--- src/rtl/eng_bind_pkg.sv ---
package eng_bind_pkg;
   localparam int WORD_W = 32;

   typedef enum logic [2:0] {
      OP_NOP = 3'd0,
      OP_ACQ = 3'd1,
      OP_REL = 3'd2,
      OP_EXP = 3'd3,
      OP_REB = 3'd4,
      OP_CMD = 3'd5
   } bind_op_e;
endpackage

--- src/rtl/eng_bind_busy.sv ---
module eng_bind_busy #(
   parameter int N_HANDLE   = 4,
   parameter int N_RESOURCE = 8,
   parameter int RIDX_W     = 3
) (
   input  logic [N_HANDLE-1:0]        hw_bound,
   input  logic [N_HANDLE*RIDX_W-1:0] hw_idx,
   output logic [N_RESOURCE-1:0]      busy
);
   for (genvar r = 0; r < N_RESOURCE; r++) begin : g_res
      always_comb begin
         busy[r] = 1'b0;
         for (int h = 0; h < N_HANDLE; h++) begin
            if (hw_bound[h] && hw_idx[h*RIDX_W +: RIDX_W] == RIDX_W'(r))
               busy[r] = 1'b1;
         end
      end
   end
endmodule

--- src/rtl/eng_bind_pick.sv ---
module eng_bind_pick #(
   parameter int N_RESOURCE = 8,
   parameter int TYPE_W     = 4,
   parameter int RIDX_W     = 3,
   parameter logic [N_RESOURCE*TYPE_W-1:0] RES_TYPE = '0
) (
   input  logic [N_RESOURCE-1:0] busy,
   input  logic [TYPE_W-1:0]     want_type,
   output logic                  found,
   output logic [RIDX_W-1:0]     idx
);
   logic [N_RESOURCE-1:0] match;

   for (genvar r = 0; r < N_RESOURCE; r++) begin : g_match
      assign match[r] = !busy[r] && (RES_TYPE[r*TYPE_W +: TYPE_W] == want_type);
   end

   always_comb begin
      idx = '0;
      for (int r = N_RESOURCE - 1; r >= 0; r--) begin
         if (match[r]) idx = RIDX_W'(r);
      end
   end

   assign found = |match;
endmodule

--- src/rtl/eng_bind_table.sv ---
module eng_bind_table
   import eng_bind_pkg::*;
#(
   parameter int N_HANDLE   = 4,
   parameter int N_RESOURCE = 8,
   parameter int TYPE_W     = 4,
   parameter logic [N_RESOURCE*TYPE_W-1:0] RES_TYPE = 32'h3321_1100,
   localparam int HIDX_W = (N_HANDLE > 1) ? $clog2(N_HANDLE) : 1,
   localparam int RIDX_W = (N_RESOURCE > 1) ? $clog2(N_RESOURCE) : 1
) (
   input  logic                  clk,
   input  logic                  rst_n,
   input  logic                  cmd_valid,
   input  logic [2:0]            cmd_op,
   input  logic [HIDX_W-1:0]     cmd_handle,
   input  logic [TYPE_W-1:0]     cmd_type,
   input  logic [WORD_W-1:0]     cmd_data,
   output logic                  rsp_valid,
   output logic [WORD_W-1:0]     rsp_data,
   output logic                  rsp_fault,
   output logic                  rsp_sw,
   output logic [N_RESOURCE-1:0] res_busy
);
   if (N_HANDLE < 2 || (1 << HIDX_W) != N_HANDLE) begin : g_chk_h
      $error("N_HANDLE must be a power of two, at least 2");
   end
   if (N_RESOURCE < 1 || RIDX_W > WORD_W - 2) begin : g_chk_r
      $error("N_RESOURCE out of range");
   end
   if (TYPE_W < 1) begin : g_chk_t
      $error("TYPE_W must be positive");
   end

   logic [N_HANDLE-1:0]        h_bound, h_sw;
   logic [WORD_W-1:0]          h_word [N_HANDLE];
   logic [N_HANDLE*RIDX_W-1:0] h_idx_flat;
   logic [N_HANDLE-1:0]        h_hw;

   for (genvar h = 0; h < N_HANDLE; h++) begin : g_flat
      assign h_idx_flat[h*RIDX_W +: RIDX_W] = h_word[h][RIDX_W:1];
      assign h_hw[h] = h_bound[h] && !h_sw[h];
   end

   eng_bind_busy #(
      .N_HANDLE(N_HANDLE), .N_RESOURCE(N_RESOURCE), .RIDX_W(RIDX_W)
   ) u_busy (
      .hw_bound(h_hw), .hw_idx(h_idx_flat), .busy(res_busy)
   );

   logic              pick_found;
   logic [RIDX_W-1:0] pick_idx;

   eng_bind_pick #(
      .N_RESOURCE(N_RESOURCE), .TYPE_W(TYPE_W), .RIDX_W(RIDX_W), .RES_TYPE(RES_TYPE)
   ) u_pick (
      .busy(res_busy), .want_type(cmd_type), .found(pick_found), .idx(pick_idx)
   );

   // rebind validation against the real pool
   logic [WORD_W-2:0] reb_full_idx;
   logic              reb_in_range, reb_type_ok, reb_free;
   assign reb_full_idx = cmd_data[WORD_W-1:1];
   assign reb_in_range = reb_full_idx < (WORD_W-1)'(N_RESOURCE);

   always_comb begin
      reb_type_ok = 1'b0;
      reb_free    = 1'b0;
      for (int r = 0; r < N_RESOURCE; r++) begin
         if (reb_full_idx == (WORD_W-1)'(r)) begin
            reb_type_ok = RES_TYPE[r*TYPE_W +: TYPE_W] == cmd_type;
            reb_free    = !res_busy[r];
         end
      end
   end

   logic              sel_bound, sel_sw;
   logic [WORD_W-1:0] sel_word;
   assign sel_bound = h_bound[cmd_handle];
   assign sel_sw    = h_sw[cmd_handle];
   assign sel_word  = h_word[cmd_handle];

   logic              nx_fault, wr_bind, wr_clear, wr_sw;
   logic [WORD_W-1:0] nx_data, wr_word;

   always_comb begin
      nx_fault = 1'b0;
      nx_data  = '0;
      wr_bind  = 1'b0;
      wr_clear = 1'b0;
      wr_sw    = 1'b0;
      wr_word  = '0;
      case (cmd_op)
         OP_NOP: ;
         OP_ACQ: begin
            nx_fault = sel_bound || !pick_found;
            wr_word  = WORD_W'({pick_idx, 1'b0});
            wr_bind  = !nx_fault;
            nx_data  = wr_word;
         end
         OP_REL: begin
            nx_fault = !sel_bound;
            wr_clear = sel_bound;
         end
         OP_EXP: begin
            nx_fault = !sel_bound;
            nx_data  = sel_word;
         end
         OP_REB: begin
            wr_sw    = cmd_data[0];
            nx_fault = sel_bound ||
                       (!cmd_data[0] && !(reb_in_range && reb_type_ok && reb_free));
            wr_word  = cmd_data;
            wr_bind  = !nx_fault;
            nx_data  = cmd_data;
         end
         OP_CMD: begin
            nx_fault = !sel_bound || sel_sw;
            nx_data  = sel_word;
         end
         default: nx_fault = 1'b1;
      endcase
      if (nx_fault) nx_data = '0;
   end

   always_ff @(posedge clk or negedge rst_n) begin
      if (!rst_n) begin
         h_bound   <= '0;
         h_sw      <= '0;
         for (int h = 0; h < N_HANDLE; h++) h_word[h] <= '0;
         rsp_valid <= 1'b0;
         rsp_data  <= '0;
         rsp_fault <= 1'b0;
         rsp_sw    <= 1'b0;
      end else begin
         rsp_valid <= cmd_valid;
         if (cmd_valid) begin
            rsp_data  <= nx_data;
            rsp_fault <= nx_fault;
            if (wr_bind) begin
               h_bound[cmd_handle] <= 1'b1;
               h_sw[cmd_handle]    <= wr_sw;
               h_word[cmd_handle]  <= wr_word;
               rsp_sw              <= wr_sw;
            end else if (wr_clear) begin
               h_bound[cmd_handle] <= 1'b0;
               h_sw[cmd_handle]    <= 1'b0;
               h_word[cmd_handle]  <= '0;
               rsp_sw              <= 1'b0;
            end else begin
               rsp_sw <= sel_bound && sel_sw;
            end
         end
      end
   end
endmodule

--- config.mk ---
export PLATFORM = sky130hd
export DESIGN_NAME = eng_bind_table
export DESIGN_NICKNAME = d
export VERILOG_FILES = /design/src/rtl/eng_bind_pkg.sv /design/src/rtl/eng_bind_busy.sv /design/src/rtl/eng_bind_pick.sv /design/src/rtl/eng_bind_table.sv
export SDC_FILE = /design/constraint.sdc
export NUM_CORES = 1
export LEC_CHECK = 0
export ABC_CLOCK_PERIOD_IN_PS = 4100
export BUFFER_PORTS_ARGS = -buffer_cell sky130_fd_sc_hd__buf_2
export CAP_MARGIN = 20
export CORE_ASPECT_RATIO = 1.5
export CORE_UTILIZATION = 35
export CTS_CLUSTER_DIAMETER = 60
export DETAILED_ROUTE_END_ITERATION = 7
export GPL_TIMING_DRIVEN = 0
export PLACE_DENSITY_LB_ADDON = 0.1
export SLEW_MARGIN = 5
export SYNTH_ARGS = -nofsm -noshare
export SYNTH_HDL_FRONTEND = slang
export SYNTH_SLANG_ARGS = --single-unit
--- constraint.sdc ---
create_clock -name clk -period 4.1 [get_ports clk]
set_input_delay 0.615 -clock clk [delete_from_list [all_inputs] [get_ports clk]]
set_output_delay 0.615 -clock clk [all_outputs]
set_load 0.005 [all_outputs]
==> Word-level counts from Yosys, hierarchy flattened <==
Index checks and enable logic that the tools add are counted.
{ "word_totals": {"ff_bits": 171, "out_inout_bits": 43, "mem_bits_ro": 0, "inputBits": 44, "latchBits": 0, "ram_bits": 0, "n_memories": 0, "wordCells": 232} }
{ "op_classes": {"muxes": 84, "n_mul": 0, "magnitude_cmp": 5, "n_div": 0, "reduce_logical": 83, "n_eq_ne": 43, "add_sub_neg": 0, "shifts": 0, "bitwise": 7} }
{ "ops": {"columns": ["op", "n"], "rows": [
  ["$mux W128", 2],
  ["$and A128 B128 Y128", 1],
  ["$bwmux W128", 1],
  ["$mux W32", 4],
  ["$not A128 Y128", 1],
  ["$eq A31 B3 Y1 const B", 4],
  ["$pmux W32 S3", 1],
  ["$bmux W32 S2", 1],
  ["$demux W32 S2", 1],
  ["$pmux W32 S2", 1],
  ["$eq A31 B2 Y1 const B", 2],
  ["$mux W1", 55],
  ["$eq A3 B3 Y1 const B", 18],
  ["$logic_and A1 B1 Y1", 50],
  ["$eq A31 B1 Y1 const B", 1],
  ["$logic_not A31 Y1", 1],
  ["$lt A31 B4 Y1 const B", 1],
  ["$eq A3 B2 Y1 const B", 10],
  ["$mux W3", 8],
  ["$logic_not A1 Y1", 18],
  ["$mux W4", 4],
  ["$eq A3 B1 Y1 const B", 5],
  ["$logic_not A3 Y1", 5],
  ["$and A4 B4 Y4", 2],
  ["other kinds (20)", 25]
]} }

==> Logic depth before layout (Yosys ltp) <==
Gate-level depths: netlist of run 1.
{ "logic_depth": {"ltp_word": 24, "mapped_depth": 12, "depth_no_buf": 9} }

==> Hierarchy <==
From an unflattened synthesis of run 1, not the netlist that was laid out.
{ "hier_totals": {"cells_unflattened": 676, "hier_area_um2": 9193.8} }
{ "modules_own_cells": {"columns": ["module", "cells_per_inst", "instances", "area_per_inst_um2", "seq_area_each_um2"], "rows": [
  ["eng_bind_table", 615, 1, 8768.4, 4279.1],
  ["eng_bind_busy", 40, 1, 280.3, 0.0],
  ["eng_bind_pick", 21, 1, 145.1, 0.0]
]} }

==> Worst setup path after synthesis of run 1 <==
No wires, ideal clock.
{ "synth_timing": {"kind": "input to register", "from": "in cmd_type[1]", "to": "reg h_word (netlist bit h_idx_flat[10])", "required_time_ps": 3975, "t_arrival_ps": 2598, "setup_ps": 125, "setup_slack_ps": 1377, "stages": 8, "path_buffers": 0, "path_cell_list": "or4b_2 nor2_1 nor2_1 o21ai_0 o2111ai_1 a21bo_4 a21oi_4 mux2_4"} }
{ "synth_between": {"elab_chain_len": 18, "elab_cells_between_ends": 44, "cone_classes": "3 x eq/ne; 20 x mux; 21 x reduce/logical"} }
{ "synth_rtl": {"columns": ["element", "line_no", "rtl"], "rows": [
  ["from (decl)", "eng_bind_table.sv:16", "input logic [TYPE_W-1:0] cmd_type,"],
  ["$logic_not A4 Y1", "eng_bind_pick.sv:15, eng_bind_table.sv:70", null],
  ["$mux W1 (8 in series)", "eng_bind_table.sv:69", "if (reb_full_idx == (WORD_W-1)'(r)) begin"],
  ["$logic_and A1 B1 Y1 (2 in series)", "eng_bind_table.sv:111", "(!cmd_data[0] && !(reb_in_range && reb_type_ok && reb_free));"],
  ["$logic_not A1 Y1", "eng_bind_table.sv:111", null],
  ["$logic_and A1 B1 Y1", "eng_bind_table.sv:111", null],
  ["$logic_or A1 B1 Y1", "eng_bind_table.sv:110", "nx_fault = sel_bound ||"],
  ["$logic_not A1 Y1", "eng_bind_table.sv:113", "wr_bind = !nx_fault;"],
  ["$pmux W1 S2", "eng_bind_table.sv:92", "case (cmd_op)"],
  ["$reduce_bool A2 Y1 (no source line)", null, null],
  ["$reduce_and A2 Y1 (no source line)", null, null],
  ["to (signal, indexed assignment)", "eng_bind_table.sv:142", "h_word[cmd_handle] <= wr_word;"],
  ["to (decl)", "eng_bind_table.sv:35", "logic [WORD_W-1:0] h_word [N_HANDLE];"]
]} }
Several ways; a longest one is shown, not always the timed one.
A chain may end at the register's enable or synchronous reset.

==> Worst setup path after layout of run 1 <==
{ "layout_timing": {"from": "in cmd_data[23]", "to": "reg h_word[100] (netlist bit)"} }
{ "layout_between": {"elab_chain_len": 18, "elab_cells_between_ends": 35, "cone_classes": "1 x order compare; 7 x eq/ne; 18 x mux; 9 x reduce/logical"} }
{ "layout_rtl": {"columns": ["element", "line_no", "rtl"], "rows": [
  ["from (decl)", "eng_bind_table.sv:17", "input logic [WORD_W-1:0] cmd_data,"],
  ["$logic_not A31 Y1", "eng_bind_table.sv:69", null],
  ["$mux W1 (8 in series)", "eng_bind_table.sv:69", null],
  ["$logic_and A1 B1 Y1", "eng_bind_table.sv:111", null],
  ["$logic_and A1 B1 Y1 *", "eng_bind_table.sv:111", null],
  ["$logic_not A1 Y1 *", "eng_bind_table.sv:111", null],
  ["$logic_and A1 B1 Y1 *", "eng_bind_table.sv:111", null],
  ["$logic_or A1 B1 Y1 *", "eng_bind_table.sv:110", null],
  ["$logic_not A1 Y1 *", "eng_bind_table.sv:113", null],
  ["$pmux W1 S2 *", "eng_bind_table.sv:92", null],
  ["$reduce_bool A2 Y1 (no source line)", null, null],
  ["$reduce_and A2 Y1 (no source line)", null, null]
]} }
Mark *: on every way between the ends. The rest lies on a longest branch, timed or not.

==> results by stage, run 1 <==
GRT:
- The first global-routing pass estimated 45200 um of wire.
- The number of global-route vias before repair is 7383.
- The initial antenna violation count is 0.
- Across every metal layer, demand over resource in global routing totals 0.2330.
- After global routing the overflow that remains totals 0.
- The pin count of the biggest net entering global routing is 96.

Finish:
- With fillers left out, the area of the finished cells amounts to 10350 um^2.
- From synthesis to final layout, the design area changed by 15.90%.
- The proportion of layout cells with a drive suffix above 1 is 0.2205.
- The filler cell count is 2560.
- The number of antenna diodes in the final layout is 0.
- The final standard cell utilization of the core is 0.4132.
- The net total in the final layout is 1047.
- The final non-filler cell total is 1344.

Placed design:
- OpenSTA, run right after detailed placement, puts the worst setup slack at 171.6 ps.
- The wire-length estimate of the detail-placed layout is 20200 um.
- At the end of routability-driven placement, the weighted congestion stood at 0.8764.
- The placed instances occupy a cell area of 9801 um^2.
- Including well taps, the total number of placed cells is 1312.
- In this run the tool buffered the top-level ports with 84 buffer cells.

Worst setup path:
- For this design, the slowest cell found on the critical path is sky130_fd_sc_hd__nor4_1.
- The most numerous cell on the critical path is sky130_fd_sc_hd__buf_2.
- The count of buffering cells on the critical path with inverters included is 4.
- For this run, the slowest stage of the critical path takes 600 ps.
- The highest net fanout along the worst path is 10.
- The endpoint kind of the worst setup timing path is a flop.
- The setup slack of the worst register-to-register path is 760 ps.
- The data arrival time of the worst path is 3880 ps.
- For the worst setup path, the data required time is 4470 ps.
- Grouping stages by cell kind, the critical path spends the most delay in simple AND/OR/NAND/NOR gates.
- The critical path in this run is classified as input pin to flop.
- Walking the worst path, the cells encountered are buf_2, nor4_1, nand4_1, nor4_1, a21o_1, o2111ai_1, a21boi_1, buf_2, buf_2, buf_2, nand3_1, o21ai_1.
- The worst setup path is launched from an input pin.

Detailed routing:
- The DRC violations left is 0.
- The via density per instance is 5.438.
- The routed layout has 7308 vias.
- The first routing iteration left 497 violations.
- After detailed routing, the average wire length per cell comes to 21.82 um.
- The routed design has 29330 um of wire.
- Once detail routing completed, the nets flagged for antenna violations numbered 0.
- The first detailed-routing pass ran for 5 iterations.

CTS:
- At the later pin of the worst-skew pair, clock insertion delay measures 450 ps.
- Once the clock tree was built, the resizer swapped 0 gates to a different size.
- The number of buffers on the longest clock path is 2.
- The maximum level of the CTS H-tree is 4.
- The tree is rooted in a sky130_fd_sc_hd__clkbuf_16.
- Hold repair after CTS inserted 0 buffers.
- The clock net in this run drives a total of 171 sinks.
- Counting the buffers created by CTS gives 17.
- TritonCTS built the clock tree.
- The number of buffers inserted to repair setup after CTS is 0.
- Clock-pin slew was measured on the worst setup and hold paths at 70 ps.

Floorplanning:
- The area of the die is 26180 um^2.
- In this run the core area contains 71 standard-cell rows.
- From left edge to right edge, the die measures 132.4 um.
- The initial cell density of the core is 0.3566.
- The floorplan core area is 25050 um^2.
- The die is 197.7 um tall.
- Pin placement for this block handled 87 I/O pins.

Timing:
- The count of final hold-check violations is 0.
- The final count of pins violating max slew came to 0.
- The maximum clock frequency is 0.2846 GHz.
- Dividing the final minimum period by the clock period gives 0.8570.
- Setup repair after global routing left no endpoint under its margin.
- The number of failing setup endpoints in the final timing report is 0.
- For the pin with the worst max-slew slack, the measured transition is 1038 ps.
- Setup slack closes at 586.2 ps.
- The worst path in the final design needs a cycle of 3514 ps, including I/O delays and setup.
- Across the routed clock network, the largest skew measured is 12.15 ps.
- The worst slew margin relative to its limit is 0.3081.

Synthesis:
- The share of Yosys cell area claimed by the top area cell type is 0.4791.
- The area of the mapped netlist is 8932 um^2.
- The number of nets handed over by synthesis was 943.
- Sorting the synthesized cells by area gives the leading types as sky130_fd_sc_hd__dfrtp_1 48%, sky130_fd_sc_hd__mux4_2 8.3%, sky130_fd_sc_hd__inv_1 6.8%.
- The synthesized design spends more area on one cell type than any other, namely sky130_fd_sc_hd__dfrtp_1.
- Synthesis produced 899 cells.
- The number of distinct library cells after synthesis is 61.
- The post-synthesis async set-or-reset flop share is 1.000.
- The sequential area share after synthesis is 0.4791.
- The register bit count reported by yosys is 171.
- A synthesized cell averages 9.936 um^2.
- The number of warnings reported in the yosys synthesis log is 0.
- The synthesized design contains 0 enable-type register cells.
- The prevailing post-synth register cell is sky130_fd_sc_hd__dfrtp_1.

Outcome:
- The flow ran to the end, and the final reports show no timing, DRC or antenna violations.

Flow run:
- The number of maximum-capacitance violations is 0.

Power and ir drop:
- In this run the power density over the cells is 541.7 nW/um^2.
- For this design the static power due to leakage is 4.583 nW.
- The peak supply drop is 0.3197 mV.

Worst hold path:
- The path category of the worst min-delay check is input pin to async pin.
==> through the flow <==
step | hold slack (ps) | TNS, ps | power, W
3_3_place_gp | 507.5 | -101430 | 0.004022
3_5_place_dp | 509.7 | 0 | 0.004051
2_1_floorplan | 319.4 | 0 | 0.003571
6_report | 137.8 | 0 | 0.005608
4_1_cts | 173.6 | 0 | 0.005634
5_1_grt | 195.9 | 0 | 0.005920
==> worst paths after layout <==
kind / startpoint / endpoint / cells after the start
worst max-delay path: cmd_data[23] / h_word[100]$_DFFE_PN0P_ / 12
worst min-delay path: rst_n / rsp_data[25]$_DFFE_PN0P_ / 1
worst max register to register: h_sw[2]$_DFFE_PN0P_ / rsp_data[19]$_DFFE_PN0P_ / 9
worst min register to register: h_word[96]$_DFFE_PN0P_ / h_word[96]$_DFFE_PN0P_ / 2
max in group asynchronous: rst_n / h_word[101]$_DFFE_PN0P_ / 2
min in group clk: cmd_valid / rsp_valid$_DFF_PN0_ / 1
==> Yosys cell counts, types with 15 or more instances <==
master / count
sky130_fd_sc_hd__inv_1: 163
sky130_fd_sc_hd__mux4_2: 33
sky130_fd_sc_hd__o21ai_2: 29
sky130_fd_sc_hd__buf_1: 17
sky130_fd_sc_hd__nor2_1: 18
sky130_fd_sc_hd__dfrtp_1: 171
sky130_fd_sc_hd__nand2_1: 15
sky130_fd_sc_hd__nand3_1: 121
sky130_fd_sc_hd__o21ai_1: 88
sky130_fd_sc_hd__clkbuf_1: 25
sky130_fd_sc_hd__a22oi_1: 30
sky130_fd_sc_hd__o22ai_1: 44
==> logic make-up (layout without fill, tap and decap cells) <==
family,Yosys count,count (layout),share of synthesized area
AOI/OAI and AO/OA,245,245,0.1859
xor gates and xnor gates,1,1,0.0009807
buffers and inverters,225,342,0.1058
DFF,171,171,0.4791
muxes,42,42,0.09959
and+or+nand+nor,215,215,0.1287
==> registers in the layout, summed over array words and instances, names as in the netlist, named ones only <==
register    flops
h_word        116
rsp_data       32
h_idx_flat     12
h_sw            4
rsp_fault       1
rsp_sw          1
rsp_valid       1
==> cell usage in the layout, fill, tap and decap left out, types with 26 or more instances in the layout <==
master / n
sky130_fd_sc_hd__nand3_1: 121
sky130_fd_sc_hd__inv_1: 163
sky130_fd_sc_hd__o21ai_1: 88
sky130_fd_sc_hd__o21ai_2: 29
sky130_fd_sc_hd__mux4_2: 33
sky130_fd_sc_hd__dfrtp_1: 171
sky130_fd_sc_hd__a22oi_1: 30
sky130_fd_sc_hd__o22ai_1: 44
sky130_fd_sc_hd__clkbuf_1: 26
sky130_fd_sc_hd__buf_2: 91
==> power by group <==
group	total (W)	switching (W)	internal (W)
logic	0.00144	0.000713	0.000724
clock network	0.00157	0.000739	0.000836
registers	0.00260	0.000350	0.00225
total	0.00561	0.00180	0.00381
==> layout make-up <==
type                            count  area, um^2  area share
Sequential cell                   171        4279      0.4133
Timing Repair Buffer               85       457.9     0.04424
Tap cell                          328       410.4     0.03964
Clock buffer                       18       429.2     0.04146
Clock inverter                     14       122.6     0.01184
Inverter                          163       611.8     0.05910
Multi-Input combinational cell    503        3709      0.3582
Buffer                             62       332.8     0.03215
==> layer usage <==
metal | routed length, um | vias up | GRT usage
met3 | 1060 | 29 | 0.03028
met5 | 0 | - | 0
li1 | - | 3387 | -
met2 | 15330 | 204 | 0.4168
met4 | 452 | 0 | 0.07024
met1 | 12480 | 3688 | 0.2912
Power figures use the tool's default switching activity.
==> inputs of run 2 (changes only) <==
--- a/config.mk
+++ b/config.mk
@@ -5,6 +5,7 @@
 export SDC_FILE = /design/constraint.sdc
 export NUM_CORES = 1
 export LEC_CHECK = 0
+export ABC_AREA = 1
 export ABC_CLOCK_PERIOD_IN_PS = 4100
 export BUFFER_PORTS_ARGS = -buffer_cell sky130_fd_sc_hd__buf_2
 export CAP_MARGIN = 20
==> run 2 against run 1 <==
Net effect: first-iteration DRC count rose by 14%; critical path depth increased by 7; cell area shrank 0.89%; utilization grew 0.36 points; sequential power fell by 34%; critical path type unchanged; highest routed layer unchanged.
==> results by stage, run 2 <==
Outcome:
- The flow ran to the end, and the final reports show no timing, DRC or antenna violations.

Timing:
- The worst slew margin relative to its limit is 0.3857.
- In the finished design, the share of the clock period the worst path needs comes to 0.7571.
- Setup violations remaining at the end of the flow were counted as 0.
- The count of final hold-check violations is 0.
- Derived from the worst setup path, the maximum achievable clock frequency is 0.3221 GHz.
- Setup repair after global routing left no endpoint under its margin.
- The time the final worst path needs with I/O delays and setup is 3104 ps.
- For the pin with the worst max-slew slack, the measured transition is 914.4 ps.
- The worst setup skew after layout is 11.54 ps.
- The final count of pins violating max slew is 0.

Placed design:
- The area after detailed placement is 9707 um^2.
- After legalization and detailed placement, the total HPWL measured 21530 um.
- The placer's final routability congestion estimate is 0.8647.
- Including well taps, the total number of placed cells is 1508.
- The count of port buffers added during placement is 86.

Synthesis:
- Counting every net in the synthesized netlist gives 1141.
- The most common cell in the synthesized netlist is sky130_fd_sc_hd__nand2_1.
- The register bit count reported by yosys is 171.
- The average footprint of a synthesized cell is 8.052 um^2.
- The post-synthesis async set-or-reset flop share is 1.000.
- The area of the mapped netlist is 8833 um^2.
- The number of different library cells used by synthesis comes to 33.
- The number of warnings reported in the yosys synthesis log is 0.
- Among all flip-flop cells after synthesis, the most frequent one is sky130_fd_sc_hd__dfrtp_1.
- The biggest area consumer among synthesized cells is sky130_fd_sc_hd__dfrtp_1.
- The share of synthesized area in the top cell type comes to 0.4844.
- After technology mapping, the gate count stands at 1097.
- After synthesis, the most frequently instantiated cells are 319 x sky130_fd_sc_hd__nand2_1, 171 x sky130_fd_sc_hd__dfrtp_1, 128 x sky130_fd_sc_hd__o21ai_1.
- For this run, the register share of the synthesized area comes to 0.4844.
- The number of synthesized flops with an enable pin is 0.
- After synthesis, the cell types taking the most area are sky130_fd_sc_hd__dfrtp_1 48%, sky130_fd_sc_hd__nand2_1 14%, sky130_fd_sc_hd__o21ai_1 7.3%.

Worst setup path:
- The worst setup path is captured at a flop.
- STA classifies the critical path startpoint as an input pin.
- The launching point of the worst reg2reg path is h_sw[0]$_DFFE_PN0P_.
- The cell family with the largest share of critical-path delay is simple AND/OR/NAND/NOR gates.
- The count of buffering cells on the critical path with inverters included is 2.
- The data required time of the critical path is 4450 ps.
- Data on the critical path arrives at its endpoint at 3450 ps.
- The maximum cell stage delay along the critical path is 420 ps.
- Walking the worst path, the cells encountered are buf_2, nor2_1, nand2_1, nor2_2, nand2_2, nor2_2, nand2_1, nand3_2, nor2_1, nor2_2, nand3_1, nand3_1, nand2_1, nand2_2, nand2_1, nand2_1, nand4_1, clkbuf_1, o21ai_0.
- The type of the worst setup path is input pin to flop.
- The highest net fanout along the worst path is 10.
- The start point of the critical path is cmd_data[18].
- The most numerous cell type found on the critical path is sky130_fd_sc_hd__nand2_1.
- The cell at the slowest stage of the critical path is sky130_fd_sc_hd__clkbuf_1.

Detailed routing:
- The post-detailed-route count of antenna-violating nets is 0.
- The routed design has 30180 um of wire.
- The number of optimization iterations in the first detailed-route pass is 6.
- The DRC violations left is 0.
- The first routing iteration left 566 violations.
- Across all layers, the routed design uses 8160 vias.
- Using the TritonRoute via totals, the vias-per-cell ratio works out to 5.299.
- After detailed routing, the average wire length per cell comes to 19.59 um.

Floorplanning:
- The region available for standard cell placement spans 24610 um^2.
- The die boundary width is 131.7 um.
- The initial cell density of the core is 0.3589.
- 87 I/O pins were placed.
- The floorplan has 70 rows.
- The height of the die is 196.6 um.
- The floorplan step defined a die boundary enclosing 25890 um^2.

Power and ir drop:
- The combinational share of power is 0.089.
- Of the total power, the share spent switching nets is 0.2814.
- The worst-case IR drop observed on VDD is 0.3104 mV.
- The proportion of power drawn by the clock network is 0.433.
- The analysis attributes to net switching a power of 0.001013 W.
- The leakage power summed over all cells is 4.629 nW.
- Internal power comes to 0.002587 W.
- The part of the power in registers is 0.477.
- Dividing total power by cell area gives a power density of 350.8 nW/um^2.

GRT:
- Entering global routing, the biggest net connects 97 pins.
- The remaining global-route overflow is 0.
- The number of global-route vias before repair is 8163.
- The first global-routing pass estimated 47730 um of wire.
- The initial antenna violation count is 0.
- The global routing usage summed across all routing layers is 0.2433.

Finish:
- The repair_antennas step left the layout with diodes totalling 0.
- The layout has 2604 filler cells.
- The proportion of layout cells with a drive suffix above 1 is 0.1447.
- The register with the most flip-flops in the layout has 116 of them.
- The most frequent standard cell in the layout excluding fill and tap cells is sky130_fd_sc_hd__nand2_1.
- From synthesis to final layout, the design area changed by 16.15%.
- The area of all sequential standard cells is 4279 um^2.
- The finished cells cover 10260 um^2.
- h_word holds more flip-flops than any other register.
- The net count of the finished layout is 1247.
- For this run, the number of standard cells in the final layout without fillers is 1540.
- In the layout the commonest cells are 319 x sky130_fd_sc_hd__nand2_1, 171 x sky130_fd_sc_hd__dfrtp_1, 128 x sky130_fd_sc_hd__o21ai_1.
- In the final layout, the multi-input gates occupy 3871 um^2.

CTS:
- The number of buffers inserted to repair setup after CTS is 0.
- The maximum level of the CTS H-tree is 4.
- The clock transition at the register clock pins on the worst setup and hold paths after CTS is 70 ps.
- The buffer cell driving the clock tree root is sky130_fd_sc_hd__clkbuf_16.
- Hold repair after CTS inserted 0 buffers.
- No sink is reached through more buffers than the 2 on the longest clock path.
- The number of clock sinks seen by CTS is 171.
- Counting the buffers created by CTS gives 17.
- TritonCTS built the clock tree.
- The latest clock arrival within the worst-skew pair is 440 ps.
- Once the clock tree was built, the resizer swapped 0 gates to a different size.

Worst hold path:
- The worst hold path belongs to the class input pin to async pin.

Flow run:
- The number of maximum-capacitance violations is 0.
## run 2: cell types whose count changed after synthesis, sizes merged, moves of 34 or more
cell	delta
inv	-94
mux4	-34
nand2	+309
nand3	-75
nor2	+73
o21ai	+65
o22ai	-39
## run 2: worst reg2reg max path, stage by stage, from the launching register on
cell,delay (ps)
sky130_fd_sc_hd__dfrtp_1,410
sky130_fd_sc_hd__inv_1,80
sky130_fd_sc_hd__nand2_1,80
sky130_fd_sc_hd__nor2_1,270
sky130_fd_sc_hd__nand3_1,100
sky130_fd_sc_hd__o21ai_0,110
sky130_fd_sc_hd__nor2_1,130
sky130_fd_sc_hd__a21oi_1,140
sky130_fd_sc_hd__nand3_1,80
sky130_fd_sc_hd__nand3_1,80
sky130_fd_sc_hd__nand3_1,70
sky130_fd_sc_hd__nand2_1,80
sky130_fd_sc_hd__nand2_2,70
sky130_fd_sc_hd__nand2_1,60
sky130_fd_sc_hd__nand2_1,50
sky130_fd_sc_hd__nand4_1,340
sky130_fd_sc_hd__clkbuf_1,520
sky130_fd_sc_hd__o21ai_0,160
## run 2: power by group through the flow
stage                     Clock [W]  Combinational, W  Sequential (W)
final                       0.00156          0.000321         0.00172
after global routing        0.00165          0.000354         0.00172
after detailed placement          0          0.000325         0.00175
after global placement            0          0.000321         0.00175
after floorplan                   0          0.000151         0.00175
after CTS                   0.00158          0.000326         0.00172
## run 2: kinds of logic (layout without fill, tap and decap cells)
kind of cell | count (synthesis) | after routing | synth area share
AO/OA/AOI/OAI | 303 | 303 | 0.2030
AND/OR/NAND/NOR | 491 | 491 | 0.2353
flip-flops | 171 | 171 | 0.4844
buffers and inverters | 132 | 251 | 0.07734
## run 2: final timing paths
check	to	slack, ps	cells after the start
worst min register to register	rsp_data[3]$_DFFE_PN0P_	480	2
max in group asynchronous	rsp_data[26]$_DFFE_PN0P_	3030	2
worst max-delay path	rsp_data[22]$_DFFE_PN0P_	1000	19
worst max register to register	rsp_data[13]$_DFFE_PN0P_	1110	17
min in group clk	rsp_valid$_DFF_PN0_	370	1
worst min-delay path	rsp_data[16]$_DFFE_PN0P_	160	1
## run 2: cell type report
type,count,share of cell area
flip-flops and latches,171,0.4171
multi-input cells,794,0.3773
repair buffers,87,0.04561
clock buffers,18,0.04281
plain buffers,59,0.03988
well taps,324,0.03951
inverters,73,0.02671
clock inverters,14,0.01110
## run 2: per-stage QoR
stage	hold WS [ps]	utilization	TNS, ps	setup WS, ps	power [W]
3_5_place_dp	469.7	0.3944	0	493.9	0.002076
6_report	164.9	0.4169	0	995.7	0.003599
2_1_floorplan	319.4	-	0	1640	0.001899
4_1_cts	180.5	0.4169	0	947.0	0.003627
3_3_place_gp	461.4	0.3929	-98300	-589.6	0.002071
5_1_grt	199.1	0.4169	0	670.7	0.003718
## run 2: metal layers
layer  wire [um]  GRT usage
met5           0          0
met2       15340     0.4233
met3        1080    0.02984
met1       12710     0.2997
met4        1042     0.1128
==> inputs of run 3 (changes only) <==
--- a/config.mk
+++ b/config.mk
@@ -5,8 +5,8 @@
 export SDC_FILE = /design/constraint.sdc
 export NUM_CORES = 1
 export LEC_CHECK = 0
-export ABC_AREA = 1
-export ABC_CLOCK_PERIOD_IN_PS = 4100
+export ABC_AREA = 0
+export ABC_CLOCK_PERIOD_IN_PS = 2900
 export BUFFER_PORTS_ARGS = -buffer_cell sky130_fd_sc_hd__buf_2
 export CAP_MARGIN = 20
 export CORE_ASPECT_RATIO = 1.5
==> constraint.sdc (replaced) <==
create_clock -name clk -period 2.9 [get_ports clk]
set_input_delay 0.435 -clock clk [delete_from_list [all_inputs] [get_ports clk]]
set_output_delay 0.435 -clock clk [all_outputs]
set_load 0.005 [all_outputs]
==> run 3 against run 2 <==
Net effect: utilization grew 0.64 points; die area grew 1.1%; largest power group unchanged; cell count shrank 12%; first-iteration DRC count shrank 19%; hold slack gained 25 ps; combinational power grew to 6.5 times the previous value; flip-flop and latch count is the same.
==> results by stage, run 3 (synthesis gave the netlist of run 1 again) <==
Outcome:
- The flow ran to the end, and the final reports show no timing, DRC or antenna violations.

Power and ir drop:
- Dividing total power by cell area gives a power density of 754.6 nW/um^2.
- The leakage power summed over all cells is 4.708 nW.
- IR analysis of the VDD net gives a maximum drop of 0.4514 mV.
- The total power is 0.008001 W.

Detailed routing:
- In this run the remaining antenna-violating nets after routing total 0.
- The total number of vias is 7332.
- For this run, the detailed router's first-pass iteration total came to 5.
- Dividing the detail-routed wire length by the instance count gives 21.72 um.
- The overall routed net length is 29410 um.
- The via density per instance is 5.415.
- The number of design-rule violations left by the first detailed-router iteration is 460.
- For this run, design rule violations remaining after detail routing come to 0.

GRT:
- The global-route track usage on met1 is 0.2919.
- For this run, global-route usage on met3 was measured as 0.03028.
- The global routing usage summed across all routing layers is 0.2335.
- After global routing, the most crowded layer is met2.
- Entering global routing, the biggest net connects 96 pins.
- The wire length of the first global-routing pass is 45310 um.
- The remaining global-route overflow is 0.
- The number of global-route vias before repair was 7391.
- For met2 alone, demand over resource in global routing was 0.4175.
- The initial antenna violation count is 0.

Worst setup path:
- Among the stages of the critical path, the cell type that occurs most often is sky130_fd_sc_hd__o22ai_2.
- For the worst setup path, the data required time is 3230 ps.
- The start point of the critical path is h_sw[2]$_DFFE_PN0P_.
- The type of the worst setup path is flop to flop.
- The worst setup path is launched from a flop.
- The signal on the critical path passes through or3b_1, o22ai_2, o22ai_2, a221o_1, o31ai_4, and2b_4, a21oi_4, buf_4, mux2_4.
- STA classifies the critical path endpoint as a flop.
- The endpoint of the worst-slack reg-to-reg timing path is h_idx_flat[7]$_DFFE_PN0P_.
- The cell at the slowest stage of the critical path is sky130_fd_sc_hd__dfrtp_2.
- On the worst path, the slowest cell contributes a delay of 450 ps.
- The highest net fanout along the worst path is 6.
- The startpoint identified for the worst register-to-register timing path is h_sw[2]$_DFFE_PN0P_.
- Setup slack on the worst reg-to-reg path comes out at 90 ps.
- In this design, the largest share of critical-path delay is due to compound AO/OA/AOI/OAI gates.
- The data arrival time of the worst path is 3150 ps.
- The number of buffers and inverters on the critical path is 1.
- The length in cells of the worst reg-to-reg path is 9.

Floorplanning:
- The initial utilization of the core area, before any placement, comes to 0.3566.
- The die covers 26180 um^2.
- The die is 197.7 um tall.
- The die boundary width is 132.4 um.
- During I/O placement, the number of pins put on the boundary was 87.
- The floorplan step defined a core boundary enclosing 25050 um^2.
- The placement row count is 71.

Worst hold path:
- Along the worst hold path, the cell count comes to 1.
- For hold timing, the worst endpoint is rsp_valid$_DFF_PN0_.
- The path class of the tightest hold or removal check is input pin to flop.
- The startpoint of the lowest-slack hold path is cmd_valid.

Timing:
- In the finished design, the share of the clock period the worst path needs comes to 0.9699.
- The transition at the pin with the smallest max-transition slack is 1001 ps.
- The clock arrives with 13.42 ps of skew.
- Hold timing on the final database bottoms out at a slack of 189.7 ps.
- The time the final worst path needs with I/O delays and setup is 2813 ps.
- In this run the tightest slew margin relative to its limit is 0.3329.
- Setup repair after global routing left no endpoint under its margin.
- The final count of pins violating max slew came to 0.
- The count of final hold-check violations came to 0.
- Derived from the worst setup path, the maximum achievable clock frequency is 0.3555 GHz.
- The number of failing setup endpoints in the final timing report is 0.
- The setup slack after layout is 87.15 ps.

Finish:
- Of the cells placed in the final design, the portion with a size suffix greater than 1 is 0.2602.
- The library cell used most frequently in the layout, excluding fill and tap cells, is sky130_fd_sc_hd__dfrtp_1.
- More flip-flops sit in one register than any other, and that register is h_word.
- At the end of the flow, the number of nets in the layout was 1057.
- The register with the most flip-flops in the layout has 116 of them.
- The library cells used most frequently in the layout, excluding fill and tap cells, are 166 x sky130_fd_sc_hd__dfrtp_1, 163 x sky130_fd_sc_hd__inv_1, 121 x sky130_fd_sc_hd__nand3_1.
- Once layout is complete, the cells apart from fillers number 1354.
- The final standard cell utilization of the core is 0.4232.
- The area added between synthesis and finish is 18.70%.
- 0 antenna diodes ended up in the layout.

CTS:
- The number of clock sinks seen by CTS is 171.
- The number of clock buffers inserted by TritonCTS is 17.
- In this run the clock root is driven by a sky130_fd_sc_hd__clkbuf_16.
- After clock tree synthesis, the clock-pin slew on the worst setup and hold paths is 70 ps.
- The maximum level of the CTS H-tree is 4.
- The latest clock arrival within the worst-skew pair is 450 ps.
- The number of buffers on the longest clock path is 2.
- The clock tree from TritonCTS is yes.

Placed design:
- After detailed placement, the design holds a cell count of 1312.
- Input and output buffers added on the ports amount to 84.
- Before CTS, the worst setup slack after placement is -848.4 ps.
- The half-perimeter wire length after placement is 20200 um.
- Routability-driven placement finished with a final weighted congestion of 0.8764.

Flow run:
- The number of maximum-capacitance violations is 0.
-- run 3: through the flow --
step / setup TNS (ps) / cell area [um^2]
final: 0 / 10600
after global routing: 0 / 10600
after CTS: 0 / 10490
after detailed placement: -118140 / 9801
after global placement: -395690 / 9763
after floorplan: 0 / 8932
-- run 3: how the worst max path moves through the flow --
stage	to	slack (ps)	cells after the start
floorplan	h_idx_flat[0]$_DFFE_PN0P_	330	8
global placement	rsp_data[5]$_DFFE_PN0P_	-1650	1
detailed placement	h_word[100]$_DFFE_PN0P_	-850	12
CTS	rsp_data[19]$_DFFE_PN0P_	20	10
global route	h_idx_flat[7]$_DFFE_PN0P_	4	9
finish	h_idx_flat[7]$_DFFE_PN0P_	90	9
-- run 3: layer usage --
layer,vias up,wire length (um)
li1,3396,-
met1,3704,12570
met2,197,15270
met3,35,1029
met4,0,531
met5,-,0
-- run 3: layout make-up --
| cell class | count | area, um^2 |
|---|---|---|
| fill | 2527 | 14450 |
| buffer | 62 | 377.9 |
| clock inverter | 14 | 122.6 |
| inverter | 163 | 611.8 |
| multi-input combinational | 503 | 3817 |
| sequential | 171 | 4285 |
| clock buffer | 18 | 429.2 |
| tap | 328 | 410.4 |
| timing repair buffer | 95 | 548.0 |
-- run 3: timing repair --
item	4_1_cts	5_1_grt
setup buffers	3	6
hold buffers	1	0
endpoints found under the hold margin	34	0
cloned	0	0
gates resized for setup	25	26
pin swaps	3	8
setup endpoints to repair	169	161
-- run 3: where the power goes --
| part | internal [W] | total [W] | switching (W) |
|---|---|---|---|
| clock | 0.00118 | 0.00222 | 0.00104 |
| combinational | 0.00106 | 0.00210 | 0.00104 |
| sequential | 0.00318 | 0.00368 | 0.000496 |
| total | 0.00543 | 0.00800 | 0.00257 |
